File: config.mk
export PLATFORM = sky130hd
export DESIGN_NAME = quad_down_timer
export DESIGN_NICKNAME = d
export VERILOG_FILES = /design/src/rtl/qdt_pkg.sv /design/src/rtl/qdt_channel.sv /design/src/rtl/qdt_irq.sv /design/src/rtl/quad_down_timer.sv
export SDC_FILE = /design/constraint.sdc
export NUM_CORES = 1
export LEC_CHECK = 0
export BUFFER_PORTS_ARGS = -buffer_cell sky130_fd_sc_hd__clkbuf_2
export CORE_MARGIN = 1.5
export CORE_UTILIZATION = 25
export CTS_CLUSTER_DIAMETER = 50
export DETAILED_ROUTE_END_ITERATION = 8
export SYNTH_ARGS = -nofsm -noshare
export SYNTH_HDL_FRONTEND = slang
export SYNTH_HIERARCHICAL = 1
export SYNTH_SLANG_ARGS = --single-unit
File: constraint.sdc
create_clock -name clk -period 4.8 [get_ports clk]
set_clock_uncertainty 0.2 [all_clocks]
set_input_delay 0.96 -clock clk [delete_from_list [all_inputs] [get_ports clk]]
set_output_delay 0.96 -clock clk [all_outputs]
set_load 0.01 [all_outputs]
File: src/rtl/qdt_pkg.sv
package qdt_pkg;
  localparam int CNT_W    = 32;
  localparam int NARROW_W = 16;
  localparam int PRE_W    = 8;

  typedef enum logic [1:0] {
    PRE_DIV1    = 2'b00,
    PRE_DIV16   = 2'b01,
    PRE_DIV256  = 2'b10,
    PRE_DIV256B = 2'b11
  } pre_sel_e;

  typedef struct packed {
    logic     en;
    logic     periodic;
    logic [1:0] rsv;
    pre_sel_e pre;
    logic     wide;
    logic     oneshot;
  } ctl_t;

  // last prescaler phase before a step
  function automatic logic [PRE_W-1:0] pre_last(pre_sel_e s);
    case (s)
      PRE_DIV1:  return '0;
      PRE_DIV16: return PRE_W'(15);
      default:   return '1;
    endcase
  endfunction

  function automatic logic [CNT_W-1:0] width_mask(logic wide);
    return wide ? {CNT_W{1'b1}} : CNT_W'({NARROW_W{1'b1}});
  endfunction

  // value after one step
  function automatic logic [CNT_W-1:0] step_count(logic [CNT_W-1:0] cur, ctl_t c,
                                                  logic [CNT_W-1:0] bg);
    logic [CNT_W-1:0] m;
    logic [CNT_W-1:0] v;
    m = width_mask(c.wide);
    v = cur & m;
    if (v != '0)    return (v - CNT_W'(1)) & m;
    if (c.oneshot)  return '0;
    if (c.periodic) return bg & m;
    return m;
  endfunction

  // does this step raise the channel interrupt
  function automatic logic step_fires(logic [CNT_W-1:0] cur, ctl_t c);
    logic [CNT_W-1:0] v;
    v = cur & width_mask(c.wide);
    return c.oneshot ? (v == CNT_W'(1)) : (v == '0);
  endfunction
endpackage

File: src/rtl/qdt_channel.sv
module qdt_channel
  import qdt_pkg::*;
(
  input  logic             clk,
  input  logic             rst_n,
  input  logic             ld_we,
  input  logic             bg_we,
  input  logic             ctl_we,
  input  logic [CNT_W-1:0] wdata,
  output logic [CNT_W-1:0] load_o,
  output logic [CNT_W-1:0] bg_o,
  output logic [CNT_W-1:0] cnt_o,
  output ctl_t             ctl_o,
  output logic             evt_o
);
  logic [CNT_W-1:0] load_q, bg_q, cnt_q;
  logic [PRE_W-1:0] pre_q;
  ctl_t             ctl_q;
  logic             tick;

  assign tick  = ctl_q.en && (pre_q == pre_last(ctl_q.pre));
  assign evt_o = tick && !ld_we && step_fires(cnt_q, ctl_q);

  always_ff @(posedge clk) begin
    if (!rst_n) begin
      load_q <= '1;
      bg_q   <= '1;
      cnt_q  <= '1;
      ctl_q  <= '0;
      pre_q  <= '0;
    end else begin
      if (ctl_we) begin
        ctl_q     <= ctl_t'(wdata[7:0]);
        ctl_q.rsv <= 2'b00;
      end
      if (bg_we) bg_q <= wdata;
      if (ld_we) begin
        load_q <= wdata;
        cnt_q  <= wdata;
      end else if (tick) begin
        cnt_q <= step_count(cnt_q, ctl_q, bg_q);
      end
      if (ld_we || tick || !ctl_q.en) pre_q <= '0;
      else                             pre_q <= pre_q + PRE_W'(1);
    end
  end

  assign load_o = load_q;
  assign bg_o   = bg_q;
  assign cnt_o  = cnt_q & width_mask(ctl_q.wide);
  assign ctl_o  = ctl_q;
endmodule

File: src/rtl/qdt_irq.sv
module qdt_irq #(
  parameter int NCH = 4
) (
  input  logic           clk,
  input  logic           rst_n,
  input  logic [NCH-1:0] evt,
  input  logic           mask_we,
  input  logic           clr_we,
  input  logic [NCH-1:0] wbits,
  output logic [NCH-1:0] mask_o,
  output logic [NCH-1:0] ris_o,
  output logic [NCH-1:0] mis_o,
  output logic           irq_o
);
  logic [NCH-1:0] mask_q, ris_q, clr_vec;

  assign clr_vec = clr_we ? wbits : '0;

  always_ff @(posedge clk) begin
    if (!rst_n) begin
      mask_q <= '0;
      ris_q  <= '0;
    end else begin
      if (mask_we) mask_q <= wbits;
      ris_q <= (ris_q & ~clr_vec) | evt;
    end
  end

  assign mask_o = mask_q;
  assign ris_o  = ris_q;
  assign mis_o  = ris_q & mask_q;
  assign irq_o  = |mis_o;
endmodule

File: src/rtl/quad_down_timer.sv
module quad_down_timer
  import qdt_pkg::*;
#(
  parameter int NCH = 4,
  parameter int AW  = 8
) (
  input  logic             clk,
  input  logic             rst_n,
  input  logic             psel,
  input  logic             penable,
  input  logic             pwrite,
  input  logic [AW-1:0]    paddr,
  input  logic [CNT_W-1:0] pwdata,
  output logic [CNT_W-1:0] prdata,
  output logic             irq
);
  localparam int GRP_W = AW - 4;

  logic             wr, word_ok;
  logic [GRP_W-1:0] grp;
  logic [1:0]       off;

  // named internal events for the checker
  logic [NCH-1:0]            ld_we, bg_we, ctl_we, ch_evt, ch_en, ch_os;
  logic [NCH-1:0][CNT_W-1:0] ch_load, ch_bg, ch_cnt;
  ctl_t [NCH-1:0]            ch_ctl;
  logic                      mask_we, clr_stb;
  logic [NCH-1:0]            clr_bits, mask, ris, mis;

  assign word_ok  = (paddr[1:0] == 2'b00);
  assign grp      = paddr[AW-1:4];
  assign off      = paddr[3:2];
  assign wr       = psel && penable && pwrite && word_ok;
  assign mask_we  = wr && (grp == '0) && (off == 2'd0);
  assign clr_stb  = wr && (grp == '0) && (off == 2'd3);
  assign clr_bits = pwdata[NCH-1:0];

  for (genvar n = 0; n < NCH; n++) begin : g_ch
    logic sel;
    assign sel       = wr && (grp == GRP_W'(n + 1));
    assign ld_we[n]  = sel && (off == 2'd0);
    assign ctl_we[n] = sel && (off == 2'd2);
    assign bg_we[n]  = sel && (off == 2'd3);
    assign ch_en[n]  = ch_ctl[n].en;
    assign ch_os[n]  = ch_ctl[n].oneshot;

    qdt_channel u_ch (
      .clk    (clk),
      .rst_n  (rst_n),
      .ld_we  (ld_we[n]),
      .bg_we  (bg_we[n]),
      .ctl_we (ctl_we[n]),
      .wdata  (pwdata),
      .load_o (ch_load[n]),
      .bg_o   (ch_bg[n]),
      .cnt_o  (ch_cnt[n]),
      .ctl_o  (ch_ctl[n]),
      .evt_o  (ch_evt[n])
    );
  end

  qdt_irq #(.NCH(NCH)) u_irq (
    .clk     (clk),
    .rst_n   (rst_n),
    .evt     (ch_evt),
    .mask_we (mask_we),
    .clr_we  (clr_stb),
    .wbits   (clr_bits),
    .mask_o  (mask),
    .ris_o   (ris),
    .mis_o   (mis),
    .irq_o   (irq)
  );

  always_comb begin
    prdata = '0;
    if (word_ok) begin
      if (grp == '0) begin
        case (off)
          2'd0:    prdata = CNT_W'(mask);
          2'd1:    prdata = CNT_W'(ris);
          2'd2:    prdata = CNT_W'(mis);
          default: prdata = '0;
        endcase
      end
      for (int n = 0; n < NCH; n++) begin
        if (grp == GRP_W'(n + 1)) begin
          case (off)
            2'd0:    prdata = ch_load[n];
            2'd1:    prdata = ch_cnt[n];
            2'd2:    prdata = CNT_W'(ch_ctl[n]);
            default: prdata = ch_bg[n];
          endcase
        end
      end
    end
  end
endmodule

# Word-level counts from Yosys, hierarchy flattened
# Index checks and enable logic that the tools add are counted.
# classes
addsub	8
multipliers	0
div	0
magnitude_cmp	0
n_eq_ne	19
n_shift	0
mux	116
bitwise_logic	17
reduce_logical	74
# op_table
operator	count
$mux 32	41
$and 32x32->32	12
$pmux 32 s3	4
$eq 32x1->1 const B	4
$logic_not 32->1	4
$reduce_bool 32->1	4
$sub 32x1->32 const B	4
$mux 1	64
$pmux 8 s2	4
$logic_and 1x1->1	34
$add 8x1->8 const B	4
$eq 8x8->1	4
$logic_not 2->1	6
$pmux 4 s3	1
$eq 2x1->1 const B	5
$and 4x4->4	2
$eq 4x2->1 const B	2
$logic_not 1->1	8
$logic_or 1x1->1	8
$mux 4	2
$reduce_bool 2->1	4
$reduce_or 2->1	4
$eq 2x2->1 const B	2
$eq 4x1->1 const B	1
6 further kinds	6
# totals
register_bits	448
latchBits	0
ramBits	0
romBits	0
inputBits	45
elab_cells	272
n_memories	0

# Depth between registers and ports, before layout
# logic_depth
word_depth	21
ltp_mapped	14
ltp_nobuf	10

# Modules after synthesis
# Netlist, hierarchy kept.
# modules_own_cells
mod	instances	cells_each	area_per_inst_um2	seq_area_each_um2
qdt_channel (g_ch[0].u_ch ...)	3	699	5629.1	2202.1
qdt_channel (g_ch[2].u_ch)	1	673	5536.6	2202.1
quad_down_timer	1	541	3986.3	0.0
qdt_irq	1	34	327.8	160.2

# Worst setup path before layout
# No wires, ideal clock.
# synth_path
kind	input-to-output
start	input paddr[3]
end	output prdata[3]
t_arrival_ns	2.347
setup_slack_ns	1.293
cell_stages	7
cell_sequence	buf_6 -> buf_6 -> or2_4 -> o221a_1 -> a2111oi_0 -> a21oi_1 -> a21oi_1
# synth_between
elab_chain_cells	8
word_cells_on_any_way	14
cone_classes	2 x eq/ne; 11 x mux; 1 x reduce/logical
# synth_lines
element	line_no	rtl
start: declaration	quad_down_timer.sv:12	input logic [AW-1:0] paddr,
$eq 2x2->1, or another cell as far along	quad_down_timer.sv:79, quad_down_timer.sv:88	
$pmux 4 s3	quad_down_timer.sv:79	case (off)
$mux 4	quad_down_timer.sv:78	if (grp == '0) begin
$mux 32 (3 in a row)	quad_down_timer.sv:87	if (grp == GRP_W'(n + 1)) begin
$mux 32 *	quad_down_timer.sv:87	
$mux 32 *	quad_down_timer.sv:77	if (word_ok) begin
end: declaration	quad_down_timer.sv:14	output logic [CNT_W-1:0] prdata,
# Every way passes the cells marked *; elsewhere a longest branch is shown, timed or not.

# Worst setup path after layout
# layout_path
start	input paddr[4]
end	output prdata[27]
# layout_between
elab_chain_cells	6
word_cells_on_any_way	9
cone_classes	4 x eq/ne; 5 x mux
# layout_lines
element	line_no
$eq 4x1->1	quad_down_timer.sv:87
$mux 32 (3 in a row)	quad_down_timer.sv:87
$mux 32 *	quad_down_timer.sv:87
$mux 32 *	quad_down_timer.sv:77
# Marks and branches as above.

==> metrics.md <==
| Metric | Value |
|---|---|
| Top post-synthesis cells by area | dfxtp_1, mux2i_1, nand2_1, a21oi_1, o21ai_0 |
| Post-synthesis instance area | 26740 um2 |
| Clock power share | 50.9% |
| Total Wirelength | 110600 um |
| Flop pwr share | 42.4% |
| Via count of the first global-routing pass | 24390 |
| Setup bufs post-CTS | 0 |
| Filler Cells Inserted | 11340 |
| # hold bufs at CTS | 0 |
| Via/cell ratio | 5.626 |
| Clock slew at reported path FFs | 0.06 ns |
| Switching Fraction | 26.58% |
| Initial Util | 25.29% |
| Reg2Reg Depth | 7 |
| Run status | finished clean |
| CP Max Fanout | 22 |
| Multi-input logic area | 15560 um2 |
| Total GRT Usage | 19.70% |
| Total die area | 108900 um2 |
| Root Driver | clkbuf_16 |
| HP Class | flop to flop |
| Min Hold Slack | 0.2510 ns |
| # IOs | 78 |
| Die extent in x | 330.0 um |
| Worst Path Arrival | 3.56 ns |
| Fin crit share | 98.40% |
| # setup viols final | 0 |
| CTS resizes | 0 |
| Slew headroom | 32.82% |
| Final hold vios | 0 |
| Die height | 330.0 um |
| Final Critical Period | 4.723 ns |
| Lkg Pwr | 11.22 nW |
| Largest net degree at the start of global routing | 94 |
| IO buf count | 77 |
| RR Startpoint | g_ch[3].u_ch/cnt_q[0] |
| Share of cells above drive strength 1 | 11.93% |
| Routed vias | 26570 |
| H-tree depth | 2 |
| Antenna Nets Post-Route | 0 |
| Hpwl dp | 78130 um |
| Max Freq | 211.7 MHz |
| Internal | 6.469 mW |
| Area Growth Syn to Fin | 13.02% |
| Worst reg2reg setup slack | 1.56 ns |
| Sink Count | 448 |
| Synth cell types | 88 |
| Synthesized flop and latch total | 448 |
| CP startpoint kind | input pin |
| RSZ-0062 raised after global routing | no |
| Max cap viols | 0 |
| CP Launch Point | paddr[4] |
| Async SR Flop Fraction | 0% |
| Initial antenna violation count | 15 |
| Number of flops mapped to enable cells by yosys | 0 |
| Worst Max-Slew Pin Slew | 1.004 ns |
| Setup TNS | 0 ns |
| Max-slew violation count | 0 |
| Crit Path Class | input pin to primary output |
| Synth Warn # | 6 |
| Nets | 3336 |
| GPL Wtd Cong | 0.9800 |
| Top cell type's share of synthesized area | 33.54% |
| Power Density | 291.6 nW/um2 |
| Hold depth | 1 |
| Worst Setup EP | prdata[27] |
| Switching component of the power | 2.342 mW |
| Register area share after synthesis | 33.54% |
| Routed length per instance | 23.41 um |
| Critical Path RT | 3.64 ns |
| Core box area | 105700 um2 |
| Grt total ovfl | 0 |
| Yosys top cell by area | dfxtp_1 |
| Worst setup EP type | primary output |
| FP Rows | 119 |
| DR iter-0 viols | 3217 |
| Clock Path Buffers | 3 |
| DRC Markers | 0 |
| CTS Buf Count | 59 |
| Post-synthesis cell count | 3345 |
| CTS tree | yes |
| Combinational group share of total power | 6.7% |
| Top FF cell, synth | dfxtp_1 |
| Max IR drop VDD | 0.2808 mV |
| Worst skew pair latency | 0.66 ns |
| R2R Path End | g_ch[3].u_ch/cnt_q[20] |
| FF+latch area | 8969 um2 |
| First-pass GRT wire length | 162600 um |
| DR pass1 iterations | 7 |
| Synthesized area per cell | 7.993 um2 |
==> sequential cells by signal, indices dropped and copies added, names as in the netlist <==
register / cells
g_ch.u_ch/pre_q: 32
g_ch.u_ch/ctl_o: 24
g_ch.u_ch/cnt_q: 128
g_ch.u_ch/bg_o: 128
u_irq/ris_o: 4
g_ch.u_ch/load_o: 128
u_irq/mask_o: 4
==> layout by cell type, fill, tap and decap left out, types with 37 or more instances in the layout <==
cell       netlist  final
nor4_1          37     37
nor2_1         213    205
nor3_1          46     45
clkbuf_16        0     59
o21ai_0        206    206
dfxtp_1        448    448
o211ai_1       120    120
a21o_1          53     53
nand2_1        431    431
mux2i_1        193    193
buf_4           84    106
inv_1          165    165
nand3_1        105    105
a31oi_1         47     47
and2_1          67     66
nand4_1         38     38
clkbuf_2         0     74
xnor2_1         49     49
a21oi_1        216    212
==> worst min path at each step <==
stage	start	end	slack (ns)
floorplan	g_ch[1].u_ch/load_o[23]	g_ch[1].u_ch/load_o[23]	0.22
global placement	g_ch[3].u_ch/load_o[18]	g_ch[3].u_ch/load_o[18]	0.23
detailed placement	g_ch[2].u_ch/load_o[18]	g_ch[2].u_ch/load_o[18]	0.24
CTS	g_ch[2].u_ch/load_o[18]	g_ch[2].u_ch/load_o[18]	0.25
global route	g_ch[3].u_ch/load_o[23]	g_ch[3].u_ch/load_o[23]	0.26
finish	g_ch[2].u_ch/load_o[18]	g_ch[2].u_ch/load_o[18]	0.25
==> layout make-up <==
class | count | share of cell area (%)
inverters | 167 | 2.074
clock buffers | 83 | 5.680
flip-flops and latches | 448 | 29.68
multi-input cells | 2414 | 51.50
diodes | 5 | 0.04140
well taps | 1391 | 5.759
clock inverters | 26 | 0.8488
repair buffers | 189 | 4.418
==> cell usage after synthesis (47+ instances only) <==
master    count
a31oi_1      47
nand2_1     431
o21ai_0     206
dfxtp_1     448
nor2_1      213
mux2i_1     193
buf_4        84
a21oi_1     216
clkbuf_1    158
o211ai_1    120
xnor2_1      49
nand3_1     105
inv_1       165
and2_1       67
a21o_1       53
==> worst max-delay path, stage by stage <==
cell and delay [ns]:
clkbuf_2 0.37, and4bb_2 0.64, nand2_1 0.38, or3_1 0.54
a31oi_1 0.43, clkbuf_2 0.22
==> metal layers <==
layer / routed length [um] / global-route usage (%) / up-vias
met4: 5218 / 8.944 / 24
met3: 11800 / 5.038 / 289
li1: - / - / 11990
met2: 47550 / 29.94 / 1436
met5: 216 / 0 / -
met1: 45800 / 26.10 / 12830
==> metrics by stage <==
stage | worst slack [ns] | power, mW | cells | utilization (%) | instance area [um2]
floorplan | 1.293 | 4.112 | 3349 | - | 26750
global placement | 0.2628 | 4.380 | 4609 | 26.71 | 28230
detailed placement | 0.2030 | 4.383 | 4609 | 26.71 | 28230
CTS | 0.2045 | 8.840 | 4718 | 28.58 | 30210
global route | 0.08336 | 9.015 | 4718 | 28.58 | 30210
finish | 0.07674 | 8.812 | 4723 | 28.59 | 30220
==> power groups by stage <==
stage	Combinational (mW)	Clock, mW	Sequential [mW]
6_report	0.586	4.49	3.74
4_1_cts	0.564	4.54	3.74
3_5_place_dp	0.563	0	3.82
3_3_place_gp	0.561	0	3.82
2_1_floorplan	0.297	0	3.81
5_1_grt	0.601	4.68	3.74
==> logic make-up after synthesis <==
logic type                 Yosys count  share of synthesized area [%]
and+or+nand+nor                   1121                          20.64
AOI/OAI and AO/OA                  961                          23.88
buffers and inverters              487                          8.643
DFF                                448                          33.54
muxes                              229                          9.963
xor gates and xnor gates            83                          2.719
adders and majority gates           12                         0.5615
other                                4                        0.05614
Power figures use the tool's default switching activity.
